===== config.mk =====
export PLATFORM = sky130hd
export DESIGN_NAME = wuc_warmup
export DESIGN_NICKNAME = d
export VERILOG_FILES = /design/src/rtl/wuc_pkg.sv /design/src/rtl/wuc_regs.sv /design/src/rtl/wuc_prescale.sv /design/src/rtl/wuc_counter.sv /design/src/rtl/wuc_warmup.sv
export SDC_FILE = /design/constraint.sdc
export NUM_CORES = 1
export LEC_CHECK = 0
export BUFFER_PORTS_ARGS = -buffer_cell sky130_fd_sc_hd__buf_2
export CAP_MARGIN = 10
export CORE_MARGIN = 2
export CORE_UTILIZATION = 52
export CTS_CLUSTER_DIAMETER = 40
export CTS_CLUSTER_SIZE = 8
export DETAILED_ROUTE_END_ITERATION = 12
export PLACE_DENSITY = 0.72
export SLEW_MARGIN = 40
export SYNTH_ARGS = -nofsm -noshare
export SYNTH_HDL_FRONTEND = slang
export SYNTH_SLANG_ARGS = --single-unit

===== constraint.sdc =====
create_clock -name clk_i -period 2.2 [get_ports clk_i]
set_input_delay 0.11 -clock clk_i [delete_from_list [all_inputs] [get_ports clk_i]]
set_output_delay 0.11 -clock clk_i [all_outputs]
set_load 0.005 [all_outputs]

===== src/rtl/wuc_pkg.sv =====
package wuc_pkg;
  typedef enum logic {SRC_FAST = 1'b0, SRC_SLOW = 1'b1} wuc_src_e;

  localparam logic ADDR_CTRL = 1'b0;
  localparam logic ADDR_CMP  = 1'b1;

  // control word bit positions
  localparam int CTL_SRC_BIT = 0;
  localparam int CTL_DIV_LSB = 1;
  localparam int CTL_RUN_BIT = 3;
endpackage


===== src/rtl/wuc_regs.sv =====
module wuc_regs
  import wuc_pkg::*;
#(
  parameter int DATA_W = 10,
  parameter int DIV_W  = 2,
  parameter logic [DATA_W-1:0] CMP_RST = 1
) (
  input  logic              clk_i,
  input  logic              rst_ni,
  input  logic              wr_i,
  input  logic              addr_i,
  input  logic [DATA_W-1:0] wdata_i,
  output wuc_src_e          src_o,
  output logic [DIV_W-1:0]  div_o,
  output logic              run_o,
  output logic [DATA_W-1:0] cmp_o,
  output logic              ctrl_wr_o
);
  wuc_src_e          src_q, src_d;
  logic [DIV_W-1:0]  div_q, div_d;
  logic              run_q, run_d;
  logic [DATA_W-1:0] cmp_q, cmp_d;
  logic              ctl_we, cmp_we;

  assign ctl_we = wr_i && (addr_i == ADDR_CTRL);
  assign cmp_we = wr_i && (addr_i == ADDR_CMP);

  always_comb begin
    src_d = src_q;
    div_d = div_q;
    run_d = run_q;
    cmp_d = cmp_q;
    if (ctl_we) begin
      src_d = wuc_src_e'(wdata_i[CTL_SRC_BIT]);
      div_d = wdata_i[CTL_DIV_LSB +: DIV_W];
      run_d = wdata_i[CTL_RUN_BIT];
    end
    if (cmp_we) begin
      cmp_d = wdata_i;
    end
  end

  always_ff @(posedge clk_i or negedge rst_ni) begin
    if (!rst_ni) begin
      src_q <= SRC_FAST;
      div_q <= '0;
      run_q <= 1'b1;
      cmp_q <= CMP_RST;
    end else begin
      src_q <= src_d;
      div_q <= div_d;
      run_q <= run_d;
      cmp_q <= cmp_d;
    end
  end

  assign src_o     = src_q;
  assign div_o     = div_q;
  assign run_o     = run_q;
  assign cmp_o     = cmp_q;
  assign ctrl_wr_o = ctl_we;
endmodule


===== src/rtl/wuc_prescale.sv =====
module wuc_prescale #(
  parameter int STAGES = 3,
  parameter int DIV_W  = 2
) (
  input  logic             clk_i,
  input  logic             rst_ni,
  input  logic             clr_i,
  input  logic             tick_i,
  input  logic [DIV_W-1:0] div_i,
  output logic             step_o
);
  logic [STAGES-1:0] pre_q, pre_d;
  logic [STAGES:0]   carry;

  assign carry[0] = tick_i;
  for (genvar s = 0; s < STAGES; s++) begin : g_stage
    assign carry[s+1] = carry[s] & pre_q[s];
  end

  always_comb begin
    pre_d = pre_q;
    if (clr_i)       pre_d = '0;
    else if (tick_i) pre_d = pre_q + 1'b1;
  end

  always_ff @(posedge clk_i or negedge rst_ni) begin
    if (!rst_ni) pre_q <= '0;
    else         pre_q <= pre_d;
  end

  assign step_o = !clr_i && (int'(div_i) <= STAGES) && carry[div_i];
endmodule


===== src/rtl/wuc_counter.sv =====
module wuc_counter #(
  parameter int CNT_W  = 14,
  parameter int FINE_W = 4,
  localparam int CMP_W = CNT_W - FINE_W
) (
  input  logic             clk_i,
  input  logic             rst_ni,
  input  logic             clr_i,
  input  logic             step_i,
  input  logic [CMP_W-1:0] cmp_i,
  output logic             match_o
);
  logic [CNT_W-1:0] cnt_q, cnt_d, cnt_inc, target;

  assign cnt_inc = cnt_q + 1'b1;
  assign target  = {cmp_i, {FINE_W{1'b0}}};

  always_comb begin
    cnt_d = cnt_q;
    if (clr_i)       cnt_d = '0;
    else if (step_i) cnt_d = cnt_inc;
  end

  always_ff @(posedge clk_i or negedge rst_ni) begin
    if (!rst_ni) cnt_q <= '0;
    else         cnt_q <= cnt_d;
  end

  assign match_o = step_i && !clr_i && (cnt_inc == target);
endmodule


===== src/rtl/wuc_warmup.sv =====
module wuc_warmup
  import wuc_pkg::*;
#(
  parameter int CNT_W  = 14,
  parameter int FINE_W = 4,
  parameter int STAGES = 3
) (
  input  logic                    clk_i,
  input  logic                    rst_ni,
  input  logic                    fast_en_i,
  input  logic                    slow_en_i,
  input  logic                    start_i,
  input  logic                    wr_i,
  input  logic                    addr_i,
  input  logic [CNT_W-FINE_W-1:0] wdata_i,
  output logic                    cpu_en_o,
  output logic                    irq_o
);
  localparam int CMP_W = CNT_W - FINE_W;
  localparam int DIV_W = $clog2(STAGES + 1);

  logic [1:0]       rst_sync_q;
  logic             rst_s;
  wuc_src_e         src;
  logic [DIV_W-1:0] div;
  logic             run_q;
  logic [CMP_W-1:0] cmp;
  logic             ctrl_wr, clr, tick, step, match;
  logic             done_q, done_d, irq_q, irq_d;

  // asynchronous assert, synchronous release
  always_ff @(posedge clk_i or negedge rst_ni) begin
    if (!rst_ni) rst_sync_q <= 2'b00;
    else         rst_sync_q <= {rst_sync_q[0], 1'b1};
  end
  assign rst_s = rst_sync_q[1];

  wuc_regs #(.DATA_W(CMP_W), .DIV_W(DIV_W)) regs_i (
    .clk_i    (clk_i),
    .rst_ni   (rst_s),
    .wr_i     (wr_i),
    .addr_i   (addr_i),
    .wdata_i  (wdata_i),
    .src_o    (src),
    .div_o    (div),
    .run_o    (run_q),
    .cmp_o    (cmp),
    .ctrl_wr_o(ctrl_wr)
  );

  assign clr  = ctrl_wr || start_i;
  assign tick = run_q && !done_q &&
                ((src == SRC_SLOW) ? slow_en_i : fast_en_i);

  wuc_prescale #(.STAGES(STAGES), .DIV_W(DIV_W)) pre_i (
    .clk_i (clk_i),
    .rst_ni(rst_s),
    .clr_i (clr),
    .tick_i(tick),
    .div_i (div),
    .step_o(step)
  );

  wuc_counter #(.CNT_W(CNT_W), .FINE_W(FINE_W)) cnt_i (
    .clk_i  (clk_i),
    .rst_ni (rst_s),
    .clr_i  (clr),
    .step_i (step),
    .cmp_i  (cmp),
    .match_o(match)
  );

  always_comb begin
    done_d = done_q;
    irq_d  = 1'b0;
    if (clr) begin
      done_d = 1'b0;
    end else if (match) begin
      done_d = 1'b1;
      irq_d  = 1'b1;
    end
  end

  always_ff @(posedge clk_i or negedge rst_s) begin
    if (!rst_s) begin
      done_q <= 1'b0;
      irq_q  <= 1'b0;
    end else begin
      done_q <= done_d;
      irq_q  <= irq_d;
    end
  end

  assign cpu_en_o = done_q;
  assign irq_o    = irq_q;
endmodule


==> flow_summary_export.csv, run 1 <==
group,metric,value,unit
power,p_int,1120,uW
synth,ys_seq_elements,35,
synth,synth_top_area_frac,0.429,
grt,grt-ovfl-total,0,
worst_setup_path,end_kind,"register",
synth,seq_area_frac_synth,0.457,
grt,antenna_found_initial,0,
power,peakVddDrop,0.000445,V
grt,grt_max_degree,34,
power,swShare,0.249,
drt,ant_nets,0,
synth,yosysTopAreaCell,"dfrtp_1",
cells_and_area,layout.cells.most_common,"dfrtp_1",
timing,setup_violations,0,
drt,wirelength,3990,um
place,dp_hpwl,2880,um
cells_and_area,multiInputGateArea,981,um2
clocking,cts_tree,"yes",
synth,ys_warn_count,0,
clocking,cts_buffers,5,
synth,postSynthCellCount,184,
clocking,cts.path.max_buffers,2,
cells_and_area,diodes,0,
power,power_switching,373,uW
timing,rsz0062_at_grt,"no",
die,rows,22,
synth,syn_area_per_cell,10.5,um2
drt,vias,1447,
clocking,cts-root-buf,"clkbuf_8",
cells_and_area,num-nets-final,223,
worst_setup_path,cp_num_buf_inv,0,
die,coreArea,3610,um2
grt,grt_pass1_wl,6700,um
timing,fin_ws,0.0944,ns
power,p_leak,0.000949,uW
cells_and_area,num-fill-cells,319,
worst_setup_path,crit_type,"register to register",
worst_setup_path,path_delay_family,"simple AND/OR/NAND/NOR gates",
clocking,clkTransAtPathRegs,0.07,ns
outcome,outcome,"finished, final reports clean",
cells_and_area,most-common-layout-cells,"dfrtp_1, nor2_1, buf_2, xor2_1, mux2_2",
power,combPwrFrac,0.142,
grt,grt_util_all_layers,0.210,
place,port_buffers,18,
worst_setup_path,path_cells,"ha_2 -> nand3_1 -> and3_1 -> a211o_1 -> or4_4 -> o31ai_1",
hold_path,hold_path_class,"primary input to register",
power,pwr-share-seq,0.488,
die,die_w,64.8,um
clocking,cts_htree_levels,2,
drt,dr.pass1.iters,4,
worst_setup_path,slowest_delay,0.42,ns
die,die-area,4200,um2
cells_and_area,utilization,0.603,
power,clock_power_share,0.370,
cells_and_area,seq_area,880,um2
worst_setup_path,crit_fanout,7,
place,gp_congestion,0.928,
cells_and_area,drive_above_1_share,0.251,
worst_setup_path,start_kind,"register",
clocking,clkSinkCount,35,
drt,drc,0,
synth,synthDistinctLibCells,44,
clocking,post_cts_buffers,0,
place,place_ws,0.0746,ns
timing,post-route-period-util,0.957,
worst_setup_path,cp.arrival,2.29,ns
timing,whs,0.0575,ns
run,maxCapViolCount,0,
die,chipHeight,64.8,um
timing,tns,0,ns
synth,synthTopCellsByArea,"dfrtp_1, mux2_2, xor2_1, xnor2_1, nor2_1",
timing,skew,0.00826,ns
drt,dr.first_iter.drc_count,115,
grt,first_global_vias,1417,
die,boundaryPins,19,
synth,synth_area,1920,um2
drt,routed_via_density,5.76,
power,power_density,687,nW/um2
synth,synthesis.nets,204,
cells_and_area,syn_to_final_growth,13.1,%
timing,min_period,2.11,ns
timing,clock.fmax,475,MHz
drt,routedWlPerCell,15.9,um
clocking,clkLatencyLatePin,0.28,ns
timing,drv_slew,0,
die,start_util,0.533,
timing,hold_violations,0,
worst_setup_path,cp.required,2.38,ns
worst_setup_path,cpMaxStageDelayCell,"or4_4",
[registers in the layout, indices dropped and copies added (netlist names)]
name,flops
cnt_i.cnt_q,14
regs_i.cmp_o,10
pre_i.pre_q,3
regs_i.div_o,2
rst_sync_q,2
cpu_en_o,1
irq_o,1
regs_i.run_o,1
regs_i.src_o,1
[metrics by stage]
step | total power (uW) | cell area, um2 | std cells
2_1_floorplan | 881 | 1920 | 184
3_3_place_gp | 939 | 2050 | 243
3_5_place_dp | 951 | 2050 | 243
4_1_cts | 1510 | 2170 | 251
5_1_grt | 1560 | 2180 | 251
6_report | 1490 | 2180 | 251
[routing by layer]
layer	GRT usage	share of wire	vias up
li1	-	-	684
met1	0.269	0.44	710
met2	0.349	0.50	48
met3	0.0642	0.055	5
met4	0.0479	0.0068	0
met5	0	0	-
[repair_timing]
action | in CTS | in global routing
endpoints found under the setup margin | 0 | 2
hold buffers | 1 | 0
gates resized for setup | 0 | 3
hold endpoints to repair | 2 | 0
[cells in the mapped netlist]
cell and instances:
buf_6 1, o31ai_1 1, o2111ai_1 2, nor2b_1 3, a41oi_1 1, nand4_1 9, xor2_1 16, a211o_1 1
inv_1 4, clkbuf_1 8, a21o_1 1, nor3b_1 1, and2_0 1, dfrtp_1 33, a21oi_1 2, a2111o_1 1
mux2_2 14, ha_1 3, and4_1 2, and2_1 5, nor2_1 19, buf_2 1, nor3_1 2, clkinv_1 1
nand2_1 6, a311oi_1 2, nand3b_1 2, nor4_2 1, a31oi_1 2, conb_1 1, dfstp_2 2, a22oi_1 1
nand3_1 6, o221ai_1 1, nand2b_1 1, buf_4 1, or2_2 1, and3_1 7, or4_4 1, a211oi_1 1
maj3_1 1, o21ai_0 1, mux2i_1 3, xnor2_1 11
[logic make-up (layout without fill, tap and decap cells)]
logic type / after synthesis / after routing / share of synthesized area
flip-flops: 35 / 35 / 0.457
buffers and inverters: 16 / 35 / 0.0377
other: 1 / 1 / 0.00195
adder cells (fa/ha/maj): 4 / 4 / 0.0247
AND/OR/NAND/NOR: 67 / 67 / 0.191
AO/OA/AOI/OAI: 17 / 17 / 0.0677
XOR/XNOR: 27 / 27 / 0.123
multiplexers: 17 / 17 / 0.0976
[power groups by stage]
stage | clock [uW] | sequential [uW] | combinational [uW]
after detailed placement | 0 | 740 | 211
after floorplan | 0 | 736 | 145
after global routing | 598 | 735 | 230
after global placement | 0 | 736 | 203
final | 553 | 729 | 212
after CTS | 565 | 728 | 213
[final timing paths]
kind	start	endpoint	slack [ns]	cells after the start
max in group asynchronous	rst_sync_q[1]	regs_i.run_o	1.59	1
worst max-delay path	cnt_i.cnt_q[0]	cpu_en_o	0.09	6
worst min register to register	rst_sync_q[1]	pre_i.pre_q[2]	0.27	1
worst min-delay path	wdata_i[7]	regs_i.cmp_o[7]	0.06	2
min in group asynchronous	rst_ni	rst_sync_q[0]	0.13	2
worst max register to register	cnt_i.cnt_q[0]	cpu_en_o	0.09	6
[area by class of cell]
cell class / count / share of cell area
sequential: 35 / 0.404
clock buffer: 5 / 0.0316
timing repair buffer: 23 / 0.0598
multi-input combinational: 133 / 0.451
clock inverter: 2 / 0.0173
inverter: 5 / 0.00863
tap: 48 / 0.0276
Power figures use the tool's default switching activity.
==> inputs of run 2 (changes only) <==
--- a/config.mk
+++ b/config.mk
@@ -8,11 +8,11 @@
 export BUFFER_PORTS_ARGS = -buffer_cell sky130_fd_sc_hd__buf_2
 export CAP_MARGIN = 10
 export CORE_MARGIN = 2
-export CORE_UTILIZATION = 52
+export CORE_UTILIZATION = 30
+export CTS_BUF_LIST = sky130_fd_sc_hd__clkbuf_8 sky130_fd_sc_hd__clkbuf_16
 export CTS_CLUSTER_DIAMETER = 40
 export CTS_CLUSTER_SIZE = 8
 export DETAILED_ROUTE_END_ITERATION = 12
-export PLACE_DENSITY = 0.72
 export SLEW_MARGIN = 40
 export SYNTH_ARGS = -nofsm -noshare
 export SYNTH_HDL_FRONTEND = slang
==> run 2 against run 1 <==
  * Flip-flop and latch count unchanged
  * Non-clock buffer count increased by 1
  * Via count decreased by 3.2%
  * Critical endpoint is now irq_o
==> flow_summary_export.csv, run 2 (synthesis results as in run 1) <==
group,metric,value,unit
drt,vias,1400,
cells_and_area,largest_reg_flops,14,
place,place_ws,0.0959,ns
timing,skew,0.00702,ns
timing,whs,0.0474,ns
grt,first_global_vias,1375,
drt,dr.pass1.iters,5,
worst_setup_path,cpMaxStageDelayCell,"dfrtp_1",
timing,rsz0062_at_grt,"no",
clocking,cts_buffers,5,
cells_and_area,syn_to_final_growth,15.4,%
power,power_density,638,nW/um2
drt,routed_via_density,4.96,
cells_and_area,most-common-layout-cells,"dfrtp_1, nor2_1, buf_2, xor2_1, mux2_2",
outcome,outcome,"finished, final reports clean",
clocking,cts_tree,"yes",
timing,hold_violations,0,
cells_and_area,seq_area,878,um2
place,port_buffers,18,
hold_path,worstHoldStart,"wdata_i[6]",
clocking,cts.path.max_buffers,2,
cells_and_area,final_cell_area,2220,um2
place,gp_congestion,0.871,
cells_and_area,top_register,"cnt_i.cnt_q",
timing,relSlewSlack,0.651,
die,rows,29,
timing,post-route-period-util,0.946,
cells_and_area,layout.cells.most_common,"dfrtp_1",
grt,grt-ovfl-total,0,
worst_setup_path,end_kind,"register",
worst_setup_path,crit_fanout,4,
die,coreArea,6280,um2
drt,wirelength,3830,um
timing,drv_slew,0,
drt,drc,0,
place,dp_hpwl,2760,um
cells_and_area,diodes,0,
cells_and_area,drive_above_1_share,0.254,
worst_setup_path,cp-startpoint,"cnt_i.cnt_q[0]",
die,boundaryPins,19,
grt,antenna_found_initial,0,
cells_and_area,num-nets-final,224,
clocking,cts_htree_levels,2,
timing,clock.fmax,481,MHz
die,chipHeight,84.1,um
worst_setup_path,cp.required,2.40,ns
clocking,cts-root-buf,"clkbuf_8",
clocking,clkTransAtPathRegs,0.07,ns
place,placed_cell_area,2100,um2
cells_and_area,num-fill-cells,634,
timing,fin_ws,0.119,ns
timing,setup_violations,0,
drt,ant_nets,0,
die,start_util,0.306,
power,peakVddDrop,0.000260,V
worst_setup_path,crit_type,"register to register",
cells_and_area,multiInputGateArea,996,um2
power,p_leak,0.000961,uW
drt,routedWlPerCell,13.6,um
worst_setup_path,path_cells,"ha_1 -> clkinv_1 -> a2111o_1 -> a211o_1 -> or4_4 -> nor4_2",
clocking,clkSinkCount,35,
worst_setup_path,cp.arrival,2.28,ns
grt,grt_util_all_layers,0.118,
die,die-area,7070,um2
timing,tns,0,ns
grt,grt_pass1_wl,6690,um
run,maxCapViolCount,0,
timing,min_period,2.08,ns
grt,grt_max_degree,34,
clocking,clkLatencyLatePin,0.29,ns
clocking,post_cts_buffers,0,
worst_setup_path,start_kind,"register",
worst_setup_path,timing.rr.start,"cnt_i.cnt_q[0]",
timing,worstMarginPinSlew,0.523,ns
worst_setup_path,slowest_delay,0.44,ns
hold_path,hold_path_class,"primary input to register",
drt,dr.first_iter.drc_count,121,
die,die_w,84.1,um
==> run 2: routing by layer <==
layer,up-vias,share of wire,global-route usage
li1,684,-,-
met1,671,0.47,0.161
met2,41,0.45,0.183
met3,4,0.073,0.0326
met4,0,0.0060,0.0293
met5,-,0,0
==> run 2: worst max-delay path: cells and delay by family, from the launching register on <==
family / cells / cell delay, ns
AND/OR/NAND/NOR: 2 / 0.68
buffers and inverters: 1 / 0.07
flip-flops: 1 / 0.44
AO/OA/AOI/OAI: 2 / 0.60
adder cells (fa/ha/maj): 1 / 0.20
==> run 2: area by class of cell <==
type	count	area share
clock buffers	6	0.0372
multi-input cells	133	0.449
flip-flops and latches	35	0.396
well taps	77	0.0434
inverters	5	0.00846
clock inverters	2	0.00395
repair buffers	24	0.0620
==> run 2: path summary, 6_finish.rpt <==
check / endpoint / slack (ns) / depth (start not counted)
hold / removal: regs_i.cmp_o[6] / 0.05 / 2
hold reg to reg: pre_i.pre_q[1] / 0.27 / 1
min in group asynchronous: rst_sync_q[1] / 0.13 / 2
max in group asynchronous: regs_i.cmp_o[0] / 1.60 / 1
setup / recovery: irq_o / 0.12 / 6
setup reg to reg: irq_o / 0.12 / 6
==> run 2: timing repair <==
action | in CTS | in global routing
endpoints found under the setup margin | 0 | 2
gates resized for setup | 0 | 3
hold buffers | 1 | 0
endpoints found under the hold margin | 2 | 0
==> run 2: through the flow <==
step / std cells / total power [uW] / utilization
finish: 282 / 1420 / 0.353
global route: 282 / 1490 / 0.353
CTS: 282 / 1430 / 0.350
detailed placement: 273 / 948 / 0.334
global placement: 273 / 948 / 0.334
floorplan: 184 / 881 / -
==> run 2: power breakdown <==
group / total [uW] / internal [uW] / switching, uW / leakage, uW
logic: 211 / 99.7 / 112 / 0.000459
registers: 726 / 691 / 34.8 / 0.000450
clock network: 478 / 248 / 230 / 0.0000524
total: 1420 / 1040 / 376 / 0.000961
==> inputs of run 3 (changes only) <==
==> constraint.sdc (replaced) <==
create_clock -name clk_i -period 1.7 [get_ports clk_i]
set_input_delay 0.085 -clock clk_i [delete_from_list [all_inputs] [get_ports clk_i]]
set_output_delay 0.085 -clock clk_i [all_outputs]
set_load 0.005 [all_outputs]
==> run 3 against run 2 <==
  * The run now ends with setup timing left
  * Fmax grew 8.6%
  * Setup slack worse by 0.34 ns
  * Sequential power grew 28%
  * Via count grew 3.1%
  * Worst hold slack worse by 0.019 ns
  * Clock power rose by 30%
  * Die area stayed put
  * Final cell count rose by 8.2%
  * Critical path type unchanged
  * Largest cell class unchanged
  * Largest power group unchanged
==> flow_summary_export.csv, run 3 (synthesis results as in run 1) <==
group,metric,value,unit
outcome,outcome,"finished, violations left",
outcome,violations,"setup timing",
timing,skew,0.00683,ns
drt,dr.pass1.iters,4,
drt,vias,1443,
cells_and_area,diodes,0,
timing,post-route-period-util,1.13,
cells_and_area,num-fill-cells,625,
worst_setup_path,start_kind,"register",
place,place_ws,-0.321,ns
clocking,clkLatencyLatePin,0.29,ns
cells_and_area,largest_reg_flops,14,
cells_and_area,drive_above_1_share,0.368,
die,coreArea,6280,um2
die,rows,29,
drt,routed_via_density,4.73,
worst_setup_path,end_kind,"register",
worst_setup_path,crit_fanout,4,
power,peakVddDrop,0.000288,V
die,boundaryPins,19,
timing,clock.fmax,522,MHz
drt,dr.first_iter.drc_count,77,
cells_and_area,syn_to_final_growth,26.2,%
die,die-area,7070,um2
timing,worstMarginPinSlew,0.505,ns
drt,drc,0,
die,start_util,0.306,
worst_setup_path,slowest_delay,0.43,ns
timing,setup_violations,2,
cells_and_area,top_register,"cnt_i.cnt_q",
timing,whs,0.0289,ns
clocking,clkSinkCount,35,
grt,grt_util_all_layers,0.118,
worst_setup_path,crit_type,"register to register",
timing,hold_violations,0,
cells_and_area,utilization,0.386,
place,dp_cells,296,
cells_and_area,num-nets-final,247,
power,power.total,1870,uW
worst_setup_path,cp.arrival,2.11,ns
power,power_density,769,nW/um2
place,dp_hpwl,2960,um
place,port_buffers,18,
die,chipHeight,84.1,um
timing,min_period,1.92,ns
grt,grt_pass1_wl,6620,um
power,p_leak,0.00108,uW
cells_and_area,layout.cells.most_common,"dfrtp_1",
grt,first_global_vias,1398,
timing,relSlewSlack,0.662,
worst_setup_path,path_cells,"ha_2 -> nand3_4 -> and3_4 -> a211o_1 -> or4_4 -> o31ai_2",
clocking,cts_buffers,5,
timing,fin_ws,-0.217,ns
timing,drv_slew,0,
clocking,clkTransAtPathRegs,0.07,ns
worst_setup_path,cpMaxStageDelayCell,"or4_4",
clocking,cts_tree,"yes",
timing,rsz0062_at_grt,"yes",
worst_setup_path,cp.required,1.89,ns
place,gp_congestion,0.809,
grt,grt_max_degree,34,
clocking,cts-root-buf,"clkbuf_8",
cells_and_area,final_cells,305,
clocking,cts.path.max_buffers,2,
hold_path,hold_path_class,"primary input to register",
die,die_w,84.1,um
drt,ant_nets,0,
drt,wirelength,3930,um
grt,grt-ovfl-total,0,
drt,routedWlPerCell,12.9,um
grt,antenna_found_initial,0,
run,maxCapViolCount,0,
cells_and_area,most-common-layout-cells,"dfrtp_1, buf_4, nor2_1, buf_2, xor2_1",
clocking,cts_htree_levels,2,
## run 3: changes by cell type in the layout (fill, tap and decap cells not counted), sizes merged
cell,before,now
buf,23,46
## run 3: worst paths after layout
path | startpoint | to | slack [ns] | cells past startpoint
min in group asynchronous | rst_ni | rst_sync_q[1] | 0.10 | 2
worst min-delay path | wdata_i[9] | regs_i.cmp_o[9] | 0.03 | 2
worst max-delay path | cnt_i.cnt_q[0] | cpu_en_o | -0.22 | 6
worst min register to register | rst_sync_q[1] | pre_i.pre_q[0] | 0.27 | 1
worst max register to register | cnt_i.cnt_q[0] | cpu_en_o | -0.22 | 6
max in group asynchronous | rst_sync_q[1] | regs_i.run_o | 1.10 | 1
## run 3: repair_timing
item,in CTS,in global routing
setup endpoints to repair,2,5
hold buffers,1,0
setup buffers,0,0
pin swaps,8,6
hold endpoints to repair,2,0
gates resized for setup,4,9
## run 3: through the flow
step	TNS [ns]	instance area, um2
after floorplan	-0.423	1930
after global placement	-0.480	2270
after detailed placement	-0.641	2270
after CTS	-0.448	2390
after global routing	-0.546	2430
final	-0.350	2430
## run 3: area by class of cell
cell class / count / area (um2) / area share
multi-input combinational: 133 / 1030 / 0.423
clock inverter: 2 / 8.76 / 0.00361
sequential: 35 / 878 / 0.362
clock buffer: 6 / 82.6 / 0.0340
tap: 77 / 96.3 / 0.0397
inverter: 5 / 20.0 / 0.00825
timing repair buffer: 47 / 314 / 0.129
## run 3: worst max-delay path, delay by kind of cell (launching register included)
kind                       cells  cell delay (ns)
DFF                            1             0.39
adders and majority gates      1             0.24
and+or+nand+nor                3             0.69
AOI/OAI and AO/OA              2             0.50
## run 3: report_power, final
group / switching [uW] / internal [uW]
clock network: 299 / 321
registers: 36.6 / 894
logic: 156 / 159
total: 492 / 1370
## run 3: layer usage
| metal | vias to the layer above | routed length (um) | GRT usage |
|---|---|---|---|
| li1 | 727 | - | - |
| met1 | 689 | 2050 | 0.165 |
| met2 | 20 | 1690 | 0.175 |
| met3 | 7 | 141 | 0.0317 |
| met4 | 0 | 46 | 0.0381 |
| met5 | - | 0 | 0 |
